==> config.mk <==
export PLATFORM = sky130hd
export DESIGN_NAME = cs_operand_seq
export DESIGN_NICKNAME = d
export VERILOG_FILES = /design/src/rtl/cs_pkg.sv /design/src/rtl/cs_nest_counter.sv /design/src/rtl/cs_addr_map.sv /design/src/rtl/cs_operand_seq.sv
export SDC_FILE = /design/constraint.sdc
export NUM_CORES = 1
export LEC_CHECK = 0
export ABC_AREA = 1
export BUFFER_PORTS_ARGS = -buffer_cell sky130_fd_sc_hd__clkbuf_2
export CAP_MARGIN = 20
export CORE_MARGIN = 4
export CORE_UTILIZATION = 45
export CTS_BUF_LIST = sky130_fd_sc_hd__clkbuf_8
export DETAILED_ROUTE_END_ITERATION = 10
export GPL_TIMING_DRIVEN = 0
export PLACE_DENSITY = 0.71
export SETUP_SLACK_MARGIN = 0.1
export SLEW_MARGIN = 0
export SYNTH_ARGS = -nofsm -noshare
export SYNTH_HDL_FRONTEND = slang
export SYNTH_SLANG_ARGS = --single-unit
==> constraint.sdc <==
create_clock -name clk -period 10.65 [get_ports clk]
set_input_delay 1.065 -clock clk [delete_from_list [all_inputs] [get_ports clk]]
set_output_delay 1.065 -clock clk [all_outputs]
set_load 0.01 [all_outputs]
==> src/rtl/cs_pkg.sv <==
// Shared types for the convolution operand sequencer.
package cs_pkg;
    typedef enum logic [1:0] {
        MODE_PW  = 2'd0,
        MODE_DW  = 2'd1,
        MODE_CON = 2'd2,
        MODE_RSV = 2'd3
    } conv_mode_e;

    localparam int WIN_TAPS = 9;
endpackage

==> src/rtl/cs_nest_counter.sv <==
// Nested wrap counters. Level 0 is the innermost level. Each level steps
// when every level inside it is at its limit.
// Assumes: lim changes only in the cycle of clear.
module cs_nest_counter #(
    parameter int LEVELS = 4,
    parameter int CW     = 5
) (
    input  logic                        clk,
    input  logic                        rst_n,
    input  logic                        clear,
    input  logic                        step,
    input  logic [LEVELS-1:0][CW-1:0]   lim,
    output logic [LEVELS-1:0][CW-1:0]   cnt,
    output logic [LEVELS-1:0]           at_lim
);
    logic [LEVELS-1:0] carry;
    assign carry[0] = step;

    for (genvar g = 0; g < LEVELS; g++) begin : g_lvl
        logic [CW-1:0] val;
        assign cnt[g]    = val;
        assign at_lim[g] = (val == lim[g]);

        if (g < LEVELS - 1) begin : g_carry
            assign carry[g+1] = carry[g] && at_lim[g];
        end

        // advance or wrap this level when its carry-in is set
        always_ff @(posedge clk) begin
            if (!rst_n)          val <= '0;
            else if (clear)      val <= '0;
            else if (carry[g])   val <= at_lim[g] ? '0 : val + CW'(1);
        end

        // a level never runs past its limit
        a_r10_level_bound: assert property (@(posedge clk) disable iff (!rst_n)
            (!$past(clear)) |-> (val <= lim[g]));
    end
endmodule

==> src/rtl/cs_addr_map.sv <==
// Maps counter state to buffer addresses. It biases the tap coordinate by
// +1 so that padding shows up as 0 or as a value above the dimension, with
// no signed arithmetic. Assumes DIM_W >= 4 so that a tap index fits.
module cs_addr_map
    import cs_pkg::*;
#(
    parameter int DIM_W = 5,
    parameter int FA_W  = 3 * DIM_W,
    parameter int WA_W  = DIM_W + 4
) (
    input  conv_mode_e          mode,
    input  logic [DIM_W-1:0]    tap,
    input  logic [DIM_W-1:0]    ch,
    input  logic [DIM_W-1:0]    col,
    input  logic [DIM_W-1:0]    row,
    input  logic [DIM_W-1:0]    h_dim,
    input  logic [DIM_W-1:0]    w_dim,
    output logic                pad,
    output logic [FA_W-1:0]     fm_addr,
    output logic [WA_W-1:0]     wt_addr
);
    logic [1:0]       ty, tx;
    logic [DIM_W:0]   rb, cb;
    logic [FA_W-1:0]  lin;

    // split the tap index into window row/column (centre for pointwise)
    always_comb begin
        ty = 2'd1;
        tx = 2'd1;
        if (mode != MODE_PW) begin
            case (tap)
                DIM_W'(0): begin ty = 2'd0; tx = 2'd0; end
                DIM_W'(1): begin ty = 2'd0; tx = 2'd1; end
                DIM_W'(2): begin ty = 2'd0; tx = 2'd2; end
                DIM_W'(3): begin ty = 2'd1; tx = 2'd0; end
                DIM_W'(4): begin ty = 2'd1; tx = 2'd1; end
                DIM_W'(5): begin ty = 2'd1; tx = 2'd2; end
                DIM_W'(6): begin ty = 2'd2; tx = 2'd0; end
                DIM_W'(7): begin ty = 2'd2; tx = 2'd1; end
                default:   begin ty = 2'd2; tx = 2'd2; end
            endcase
        end
    end

    // biased coordinates, padding test and linear addresses
    always_comb begin
        rb  = {1'b0, row} + (DIM_W+1)'(ty);
        cb  = {1'b0, col} + (DIM_W+1)'(tx);
        pad = (rb == '0) || (rb > {1'b0, h_dim}) ||
              (cb == '0) || (cb > {1'b0, w_dim});
        lin = FA_W'(ch) * FA_W'(h_dim) * FA_W'(w_dim)
            + FA_W'(rb - (DIM_W+1)'(1)) * FA_W'(w_dim)
            + FA_W'(cb - (DIM_W+1)'(1));
        fm_addr = pad ? '0 : lin;
        wt_addr = (mode == MODE_PW) ? WA_W'(ch)
                                    : WA_W'(ch) * WA_W'(WIN_TAPS) + WA_W'(tap);
    end
endmodule

==> src/rtl/cs_operand_seq.sv <==
// Operand sequencer for pointwise, depthwise and normal convolution.
// It captures the dimensions on start, steps a row/column/channel/tap
// counter nest on each accepted beat and pulses done after the final beat.
// Assumes: C, H, W >= 1 and 1 <= K <= LANES while a run is active.
module cs_operand_seq
    import cs_pkg::*;
#(
    parameter int DIM_W = 5,
    parameter int LANES = 8,
    localparam int LK_W = $clog2(LANES + 1),
    localparam int FA_W = 3 * DIM_W,
    localparam int WA_W = DIM_W + 4
) (
    input  logic               clk,
    input  logic               rst_n,
    input  logic               start,
    input  logic [1:0]         mode_in,
    input  logic [DIM_W-1:0]   c_in,
    input  logic [DIM_W-1:0]   h_in,
    input  logic [DIM_W-1:0]   w_in,
    input  logic [LK_W-1:0]    k_in,
    input  logic               out_ready,
    output logic               out_valid,
    output logic [FA_W-1:0]    fm_addr,
    output logic               fm_rd,
    output logic               fm_zero,
    output logic [WA_W-1:0]    wt_addr,
    output logic [LANES-1:0]   lane_mask,
    output logic               grp_last,
    output logic               done
);
    conv_mode_e               mode_q;
    logic [DIM_W-1:0]         c_q, h_q, w_q;
    logic [LK_W-1:0]          k_q;
    logic                     busy_q, done_q;
    logic [3:0][DIM_W-1:0]    lim, cnt;
    logic [3:0]               at_lim;
    logic                     start_ok, accept, seq_end, pad;

    assign start_ok  = start && !busy_q && (mode_in != MODE_RSV);
    assign accept    = busy_q && out_ready;
    assign seq_end   = &at_lim;
    assign out_valid = busy_q;
    assign done      = done_q;

    // run state and captured dimensions
    always_ff @(posedge clk) begin
        if (!rst_n) begin
            busy_q <= 1'b0;
            done_q <= 1'b0;
            mode_q <= MODE_PW;
            c_q    <= '0;
            h_q    <= '0;
            w_q    <= '0;
            k_q    <= '0;
        end else begin
            done_q <= accept && seq_end;
            if (start_ok) begin
                busy_q <= 1'b1;
                mode_q <= conv_mode_e'(mode_in);
                c_q    <= c_in;
                h_q    <= h_in;
                w_q    <= w_in;
                k_q    <= k_in;
            end else if (accept && seq_end) begin
                busy_q <= 1'b0;
            end
        end
    end

    // counter limits: level 0 tap, 1 channel, 2 column, 3 row
    assign lim[0] = (mode_q == MODE_PW) ? '0 : DIM_W'(WIN_TAPS - 1);
    assign lim[1] = c_q - DIM_W'(1);
    assign lim[2] = w_q - DIM_W'(1);
    assign lim[3] = h_q - DIM_W'(1);

    cs_nest_counter #(.LEVELS(4), .CW(DIM_W)) u_nest (
        .clk    (clk),
        .rst_n  (rst_n),
        .clear  (start_ok),
        .step   (accept),
        .lim    (lim),
        .cnt    (cnt),
        .at_lim (at_lim)
    );

    cs_addr_map #(.DIM_W(DIM_W), .FA_W(FA_W), .WA_W(WA_W)) u_map (
        .mode    (mode_q),
        .tap     (cnt[0]),
        .ch      (cnt[1]),
        .col     (cnt[2]),
        .row     (cnt[3]),
        .h_dim   (h_q),
        .w_dim   (w_q),
        .pad     (pad),
        .fm_addr (fm_addr),
        .wt_addr (wt_addr)
    );

    assign fm_rd    = busy_q && !pad;
    assign fm_zero  = busy_q && pad;
    // group ends at the last tap; pointwise and normal also need the last channel
    assign grp_last = busy_q && at_lim[0] && ((mode_q == MODE_DW) || at_lim[1]);

    // lane replication: one lane in depthwise, K lanes otherwise
    for (genvar i = 0; i < LANES; i++) begin : g_lane
        assign lane_mask[i] = busy_q &&
            ((mode_q == MODE_DW) ? (i == 0) : (LK_W'(i) < k_q));
    end

    // a stalled beat holds
    a_r7_stall_hold: assert property (@(posedge clk) disable iff (!rst_n)
        out_valid && !out_ready |=> out_valid && $stable(fm_addr) &&
        $stable(wt_addr) && $stable(grp_last) && $stable(lane_mask) && $stable(fm_rd));

    // done follows an accepted group end and lasts one cycle
    a_r8_done_cause: assert property (@(posedge clk) disable iff (!rst_n)
        done |-> $past(out_valid && out_ready && grp_last));
    a_r8_done_single: assert property (@(posedge clk) disable iff (!rst_n)
        done |=> !done);

    // reads stay inside the feature map
    a_r5_read_bounded: assert property (@(posedge clk) disable iff (!rst_n)
        fm_rd |-> (int'(fm_addr) < int'(c_q) * int'(h_q) * int'(w_q)));

    // depthwise drives a single lane
    a_r6_dw_one_lane: assert property (@(posedge clk) disable iff (!rst_n)
        out_valid && (mode_q == MODE_DW) |-> $countones(lane_mask) == 1);

    // start during a run leaves the captured mode alone
    a_r9_busy_start: assert property (@(posedge clk) disable iff (!rst_n)
        out_valid && start |=> $stable(mode_q));
endmodule

# After elaboration in Yosys (flattened, before gate mapping)
# Memories as Yosys holds them, arrays and structs flattened. A register that Yosys moved wholly into a read port is not among the register bits.
# Cells that the tools add are included.
word_totals:
  inputBits: 25
  out_inout_bits: 37
  romBits: 32
  word_cells: 102
  mem_count: 1
  reg_bits: 43
memory_table:
  columns: ["memory", "depth", "width", "rd", "rd_ports_with_merged_regs", "wr", "line", "source"]
  rows:
  - ["(name not given)", 8, 4, 1, 1, 0, "cs_addr_map.sv:31", "case (tap)"]
classes:
  magnitude_cmp: 10
  bitwise_logic: 1
  mux: 22
  n_reduce_logical: 33
  eq_ne: 6
  n_addsub: 14
  n_mul: 4
ops:
  columns: ["operator", "count"]
  rows:
  - ["adder 15 bit", 2]
  - ["adder 5 x 1 -> 5 bit (second input constant)", 4]
  - ["two-way mux 5 bit", 4]
  - ["logical AND 1 bit", 19]
  - ["less-than comparator 3 x 4 -> 1 bit (first input constant)", 4]
  - ["== test 5 bit", 3]
  - ["multiplier 10 x 5 -> 15 bit", 1]
  - ["multiplier 15 x 5 -> 15 bit", 1]
  - ["two-way mux 15 bit", 1]
  - ["subtractor 5 x 1 -> 5 bit (second input constant)", 3]
  - ["subtractor 6 x 1 -> 7 bit (second input constant)", 2]
  - ["adder 5 x 2 -> 6 bit", 2]
  - ["> comparator 6 x 5 -> 1 bit", 2]
  - ["logical NOT 6 bit", 2]
  - ["multiplier 5 x 5 -> 10 bit", 1]
  - ["two-way mux 1 bit", 10]
  - ["adder 9 x 5 -> 9 bit", 1]
  - ["multiplier 5 x 4 -> 9 bit (second input constant)", 1]
  - ["two-way mux 9 bit", 1]
  - ["less-than comparator 1 x 4 -> 1 bit (first input constant)", 2]
  - ["less-than comparator 2 x 4 -> 1 bit (first input constant)", 2]
  - ["two-way mux 4 bit", 2]
  - ["two-way mux 3 bit", 2]
  - ["== test 5 x 4 -> 1 bit", 1]
  - ["other kinds (10)", 17]

# Depth between registers and ports, before layout
# Gate-level depths: netlist of run 1.
logic_depth:
  word_depth: 10
  ltp_mapped: 38
  mapped_depth_nobuf: 37

# Cells and area by module
# Synthesis of run 1 repeated with hierarchy kept, for this count alone.
unflattened:
  hier_cells: 1221
  area_unflattened_um2: 8368.0
modules_own_cells:
  columns: ["mod", "n_inst", "area_per_inst_um2", "seq_area_each_um2", "cells_per_inst"]
  rows:
  - ["cs_addr_map", 1, 5808.1, 0.0, 844]
  - ["cs_nest_counter", 1, 1383.8, 400.4, 208]
  - ["cs_operand_seq", 1, 1176.1, 460.4, 169]

# Worst setup path after synthesis of run 1
# OpenSTA, ideal clock, no wires.
synth_timing:
  path_type: "reg2out"
  from: "reg u_nest.g_lvl[1].val[0]"
  to: "out fm_addr[12]"
  t_arrival_ps: 7005
  required_time_ps: 9585
  setup_slack_ps: 2580
  n_path_buf: 0
  path_stages_with_launch: 33
  path_cell_list: "dfxtp_1 > nand2_1 > fa_1 > fa_1 > fa_1 > inv_1 > ha_1 > a21oi_1 > nand2_1 > nand2_1 > nand2_1 > nand2_1 > nand2_1 > or2_2 > nand2_1 > inv_1 > nand2_1 > fa_1 > inv_1 > fa_1 > fa_1 > fa_1 > inv_1 > fa_1 > inv_1 > ha_1 > nand2_1 > nor3_1 > nand2_1 > nand3_1 > a21oi_1 > xor2_1 > nor2_2"
synth_via:
  elab_chain_len: 5
synth_rtl:
  columns: ["item", "line", "source"]
  rows:
  - ["from (decl)", "cs_nest_counter.sv:20", "logic [CW-1:0] val;"]
  - ["from (signal assigned)", "cs_nest_counter.sv:32", "else if (carry[g]) val <= at_lim[g] ? '0 : val + CW'(1);"]
  - ["multiplier 5 x 5 -> 10 bit", "cs_addr_map.sv:51", "lin = FA_W'(ch) * FA_W'(h_dim) * FA_W'(w_dim)"]
  - ["multiplier 10 x 5 -> 15 bit", "cs_addr_map.sv:51", null]
  - ["adder 15 bit", "cs_addr_map.sv:52", "+ FA_W'(rb - (DIM_W+1)'(1)) * FA_W'(w_dim)"]
  - ["adder 15 bit", "cs_addr_map.sv:53", "+ FA_W'(cb - (DIM_W+1)'(1));"]
  - ["two-way mux 15 bit", "cs_addr_map.sv:54", "fm_addr = pad ? '0 : lin;"]
  - ["to (decl)", "cs_operand_seq.sv:24", "output logic [FA_W-1:0] fm_addr,"]
# No other way between the ends.

# Worst setup path after layout of run 1
layout_timing:
  from: "reg u_nest.g_lvl[1].val[0]"
  to: "out fm_addr[13]"
# Same word-level chain as after synthesis.

==> results.toml, run 1 <==
[sta]
worst_pin_slew_ps = 739
tns_ps = 0
final.period_utilization = 0.877
timing.final.ws_setup_ps = 1310
skew_ps = 5.27
final-setup-viol-count = 0
slew_headroom = 0.506
hold_viol_final = 0
max_freq_mhz = 107
maxSlewViolCount = 0
rsz0062_at_grt = "no"
period_needed_ps = 9340

[routing]
viasPerCell = 4.88
vias = 6897
drt_iter0_drc = 417
drc_errors = 0
wirelength_um = 18700
dr.pass1.iters = 6
wire_per_inst_um = 13.2
drt.antenna.violating_nets = 0

[worst_setup_path]
reg2reg_from = "w_q[0]$_SDFFE_PN0P_"
worst_path_most_repeated_cell = "fa_1"
critPathKind = "reg2out"
slowest_delay_ps = 610
critPathLaunch = "u_nest.g_lvl[1].val[0]$_SDFFE_PP0P_"
cp-end-kind = "output pin"
critPathLaunchType = "flop"
cpMaxStageDelayCell = "dfxtp_1"
critical_path_required_ps = 9590
cp_top_family = "adder cells"
arrival_ps = 8270
cp.buffers_inverters = 8
worst_r2r_path_depth = 11
cp_max_fo = 10
cp.depth = 31
ff2ff_setup_slack_ps = 8190

[clock_network]
clockBufferDepth = 2
cts_tree = "done"
cts-buffers-inserted = 5
holdBufCountCts = 0
cts_sinks = 47
cts.reportedPaths.clkPinSlew_ps = 90
cts_root_buffer = "clkbuf_8"
htreeDepth = 2
cts_resized = 0
post-cts-setup-buffers = 0
worst_skew_pair.late_latency_ps = 300

[run]
maxCapViolations = 0

[finish]
nets = 1404
layout_commonest_cell = "inv_1"
drive_gt1_frac = 0.129
antenna_cells = 0
syn2layout_area_growth_pct = 8.19
mostFrequentLayoutCells = "inv_1, nand2_1, fa_1, nor2_1, ha_1"
fill_cells = 1805

[global_route]
grt_max_degree = 15
grtUsageTotal = 0.192
grt_pass1_vias = 7062
grt-ovfl-total = 0
antenna_found_initial = 0
grt_pass1_wl_um = 32700

[power_and_ir_drop]
irDropWorstVdd_v = 0.0000733
powerDensity_mw_per_mm2 = 80.5
p_leak_nw = 5.02

[synthesis]
syn_area_mm2 = 0.00826
synth_top_cells_by_area = "fa_1, ha_1, dfxtp_1"
netlist_instances = 1116
synth_cell_types = 45
synth_fp_nets = 1336
seq_area_frac_synth = 0.114
syn_area_per_cell_um2 = 7.40
ys_seq_elements = 47
synth_top_area_share = 0.247
synth_largest_area_cell = "fa_1"
yosysWarningCount = 0

[floorplan]
die-area_mm2 = 0.0206
num_rows = 49
num_io_pins = 62
start_util = 0.458
die_h_um = 144
fp.dieW_um = 144
fp.coreArea_mm2 = 0.0180

[hold_path]
worstHoldPathCells = 2
min-delay-start = "c_q[4]$_SDFFE_PN0P_"
worstHoldPathType = "reg2reg"

[placed_design]
gp_congestion = 0.889
numPortBuffers = 61
dp_hpwl_um = 16100
post-place-ws_ps = 1700

[outcome]
status = "finished clean"
[report_power, final]
part | switching, mW | leakage, nW | internal (mW) | total [mW]
clock | 0.0630 | 0.0453 | 0.0451 | 0.108
sequential | 0.00738 | 0.383 | 0.183 | 0.191
combinational | 0.264 | 4.59 | 0.157 | 0.421
[sequential cells by signal, summed over array words and instances, names as in the netlist, named ones only]
signal,flops
u_nest.g_lvl.val,20
c_q,5
h_q,5
w_q,5
k_q,4
mode_q,2
done,1
out_valid,1
[path summary, 6_finish.rpt]
kind,endpoint
setup / recovery,fm_addr[13]
hold reg to reg,c_q[4]$_SDFFE_PN0P_
setup reg to reg,u_nest.g_lvl[3].val[1]$_SDFFE_PP0P_
hold / removal,c_q[4]$_SDFFE_PN0P_
[synthesized netlist by cell type (all sizes together)]
master	instances
nor2	126
nor3b	3
ha	93
a21o	3
dfxtp	47
nand3	59
a31oi	4
o21ai	49
clkbuf	15
or2	7
buf	13
inv	261
a21oi	54
xnor2	16
o21bai	3
xor2	30
nand4	4
nand2	211
nor4	1
and2	1
o22ai	1
nor3	9
o211ai	1
fa	102
clkinv	1
and3	1
nand3b	1
[metal layers]
layer,wire length (um),global-route usage,up-vias
met3,977,0.0260,23
met2,8850,0.338,170
met5,0,0,-
met1,8560,0.255,3190
li1,-,-,3514
met4,267,0.0357,0
[area by class of cell]
type	count	area [um2]	share of cell area
sequential	47	941	0.105
clock buffer	5	68.8	0.00770
clock inverter	3	16.3	0.00182
inverter	262	988	0.111
multi-input combinational	779	6170	0.691
tap	229	287	0.0321
timing repair buffer	61	305	0.0341
buffer	28	160	0.0179
[cell families (layout without fill, tap and decap cells)]
kind of cell | Yosys count | count (layout) | share of synthesized area
AND/OR/NAND/NOR | 423 | 423 | 0.232
XOR/XNOR | 46 | 46 | 0.0538
buffers and inverters | 290 | 359 | 0.139
AO/OA/AOI/OAI | 115 | 115 | 0.0736
adder cells (fa/ha/maj) | 195 | 195 | 0.388
flip-flops | 47 | 47 | 0.114
[stage by stage]
stage,std cells,util,instance area [um2],power (mW),hold WS [ps]
global placement,1406,0.491,8850,0.609,479
detailed placement,1406,0.491,8850,0.618,500
CTS,1414,0.496,8940,0.727,513
finish,1414,0.496,8940,0.720,513
global route,1414,0.496,8940,0.799,549
floorplan,1116,-,8260,0.520,453
[worst register-to-register path, stage by stage (launching register included)]
cell	delay [ps]
dfxtp_1	320
buf_2	180
inv_2	120
clkbuf_1	430
ha_1	340
xnor2_1	120
nor2_1	110
nand3_1	120
nor2_2	230
nand3_1	190
nand2_1	150
nor2_1	60
(Power assumes the default switching activity.)
==> run 2, diff against run 1 <==
--- a/config.mk
+++ b/config.mk
@@ -9,11 +9,11 @@
 export BUFFER_PORTS_ARGS = -buffer_cell sky130_fd_sc_hd__clkbuf_2
 export CAP_MARGIN = 20
 export CORE_MARGIN = 4
-export CORE_UTILIZATION = 45
+export CORE_UTILIZATION = 64
 export CTS_BUF_LIST = sky130_fd_sc_hd__clkbuf_8
 export DETAILED_ROUTE_END_ITERATION = 10
 export GPL_TIMING_DRIVEN = 0
-export PLACE_DENSITY = 0.71
+export PLACE_DENSITY = 0.92
 export SETUP_SLACK_MARGIN = 0.1
 export SLEW_MARGIN = 0
 export SYNTH_ARGS = -nofsm -noshare
==> results.toml, run 2 (synthesis results as in run 1) <==
[outcome]
status = "finished clean"

[hold_path]
min-delay-start = "c_q[1]$_SDFFE_PN0P_"
worstHoldPathType = "reg2reg"
hold-path-endpoint = "c_q[1]$_SDFFE_PN0P_"
worstHoldPathCells = 2

[floorplan]
die-area_mm2 = 0.0148
fp.coreArea_mm2 = 0.0126
num_io_pins = 62
die_h_um = 122
num_rows = 41
start_util = 0.655
fp.dieW_um = 122

[worst_setup_path]
worst_r2r_path_depth = 12
reg2reg_from = "w_q[0]$_SDFFE_PN0P_"
critical_path_required_ps = 9590
reg2reg_to = "out_valid$_SDFFE_PN0P_"
slowest_delay_ps = 610
critPathLaunchType = "flop"
cpMaxStageDelayCell = "dfxtp_1"
ff2ff_setup_slack_ps = 8070
critPathKind = "reg2out"
cp_max_fo = 10
cp-end-kind = "output pin"
critPathLaunch = "u_nest.g_lvl[1].val[0]$_SDFFE_PP0P_"
worst_path_most_repeated_cell = "fa_1"
arrival_ps = 8380

[sta]
max_freq_mhz = 106
period_needed_ps = 9440
timing.final.ws_setup_ps = 1210
final-setup-viol-count = 0
maxSlewViolCount = 0
slew_headroom = 0.563
hold_viol_final = 0
tns_ps = 0
skew_ps = 8.10
rsz0062_at_grt = "no"
final.period_utilization = 0.887
worst_pin_slew_ps = 654
whs_ps = 496

[placed_design]
numPortBuffers = 61
gp_congestion = 0.945
post-place-ws_ps = 1680
dp_hpwl_um = 16600
postPlaceCellArea_mm2 = 0.00878

[global_route]
grtUsageTotal = 0.280
grt_pass1_wl_um = 33600
grt_max_degree = 15
grt_pass1_vias = 7391
antenna_found_initial = 0
grt-ovfl-total = 0

[finish]
syn2layout_area_growth_pct = 7.90
largest_reg_flops = 20
fill_cells = 988
top_register = "u_nest.g_lvl.val"
drive_gt1_frac = 0.129
nets = 1404
design_area_mm2 = 0.00892
mostFrequentLayoutCells = "inv_1, nand2_1, fa_1, nor2_1, ha_1"
layout_commonest_cell = "inv_1"
antenna_cells = 0

[clock_network]
htreeDepth = 2
cts-buffers-inserted = 5
post-cts-setup-buffers = 0
worst_skew_pair.late_latency_ps = 310
holdBufCountCts = 0
clockBufferDepth = 2
cts_root_buffer = "clkbuf_8"
cts_tree = "done"
cts.reportedPaths.clkPinSlew_ps = 90
cts_sinks = 47
cts_resized = 0

[power_and_ir_drop]
irDropWorstVdd_v = 0.0000724
powerDensity_mw_per_mm2 = 88.0
p_leak_nw = 5.05
power.total_mw = 0.785

[routing]
viasPerCell = 5.42
vias = 7352
wire_per_inst_um = 14.6
drt_iter0_drc = 522
drc_errors = 0
dr.pass1.iters = 5
wirelength_um = 19800
drt.antenna.violating_nets = 0

[run]
maxCapViolations = 0
run 2: changes by cell type in the layout (fill, tap and decap cells not counted), sizes merged:
cell | previous run | this run
bufinv | 0 | 2
clkinv | 2 | 1
clkinvlp | 1 | 0
run 2: final cells by class:
class	count	area, um2	share of cell area
well taps	172	215	0.0241
clock inverters	3	63.8	0.00716
multi-input cells	779	6170	0.692
repair buffers	61	305	0.0342
flip-flops and latches	47	941	0.106
plain buffers	28	160	0.0180
inverters	262	988	0.111
clock buffers	5	68.8	0.00772
run 2: worst max-delay path, delay by kind of cell, from the launching register on:
kind | cells | cell delay [ps]
adders and majority gates | 10 | 4800
and+or+nand+nor | 10 | 1200
buffers and inverters | 8 | 690
DFF | 1 | 610
xor gates and xnor gates | 2 | 610
AOI/OAI and AO/OA | 1 | 140
run 2: per-layer routing:
metal / GRT usage / vias up / routed length (um)
li1: - / 3513 / -
met1: 0.347 / 3397 / 7780
met2: 0.495 / 362 / 9760
met5: 0 / - / 0
met3: 0.0385 / 80 / 1460
met4: 0.108 / 0 / 807
run 2: how the worst max path moves through the flow:
stage / to / cells after the start
2_1_floorplan: fm_addr[12] / 32
3_3_place_gp: fm_addr[13] / 31
3_5_place_dp: fm_addr[13] / 31
4_1_cts: fm_addr[13] / 31
5_1_grt: fm_addr[13] / 31
6_report: fm_addr[13] / 31
run 2: report_power, final:
group	switching, mW	leakage, nW	internal, mW
registers	0.00760	0.383	0.183
logic	0.277	4.59	0.159
clock network	0.0642	0.0695	0.0929
run 2: through the flow:
step | std cells | util
after global routing | 1357 | 0.707
after detailed placement | 1349 | 0.696
after CTS | 1357 | 0.707
after global placement | 1349 | 0.696
final | 1357 | 0.707
after floorplan | 1116 | -
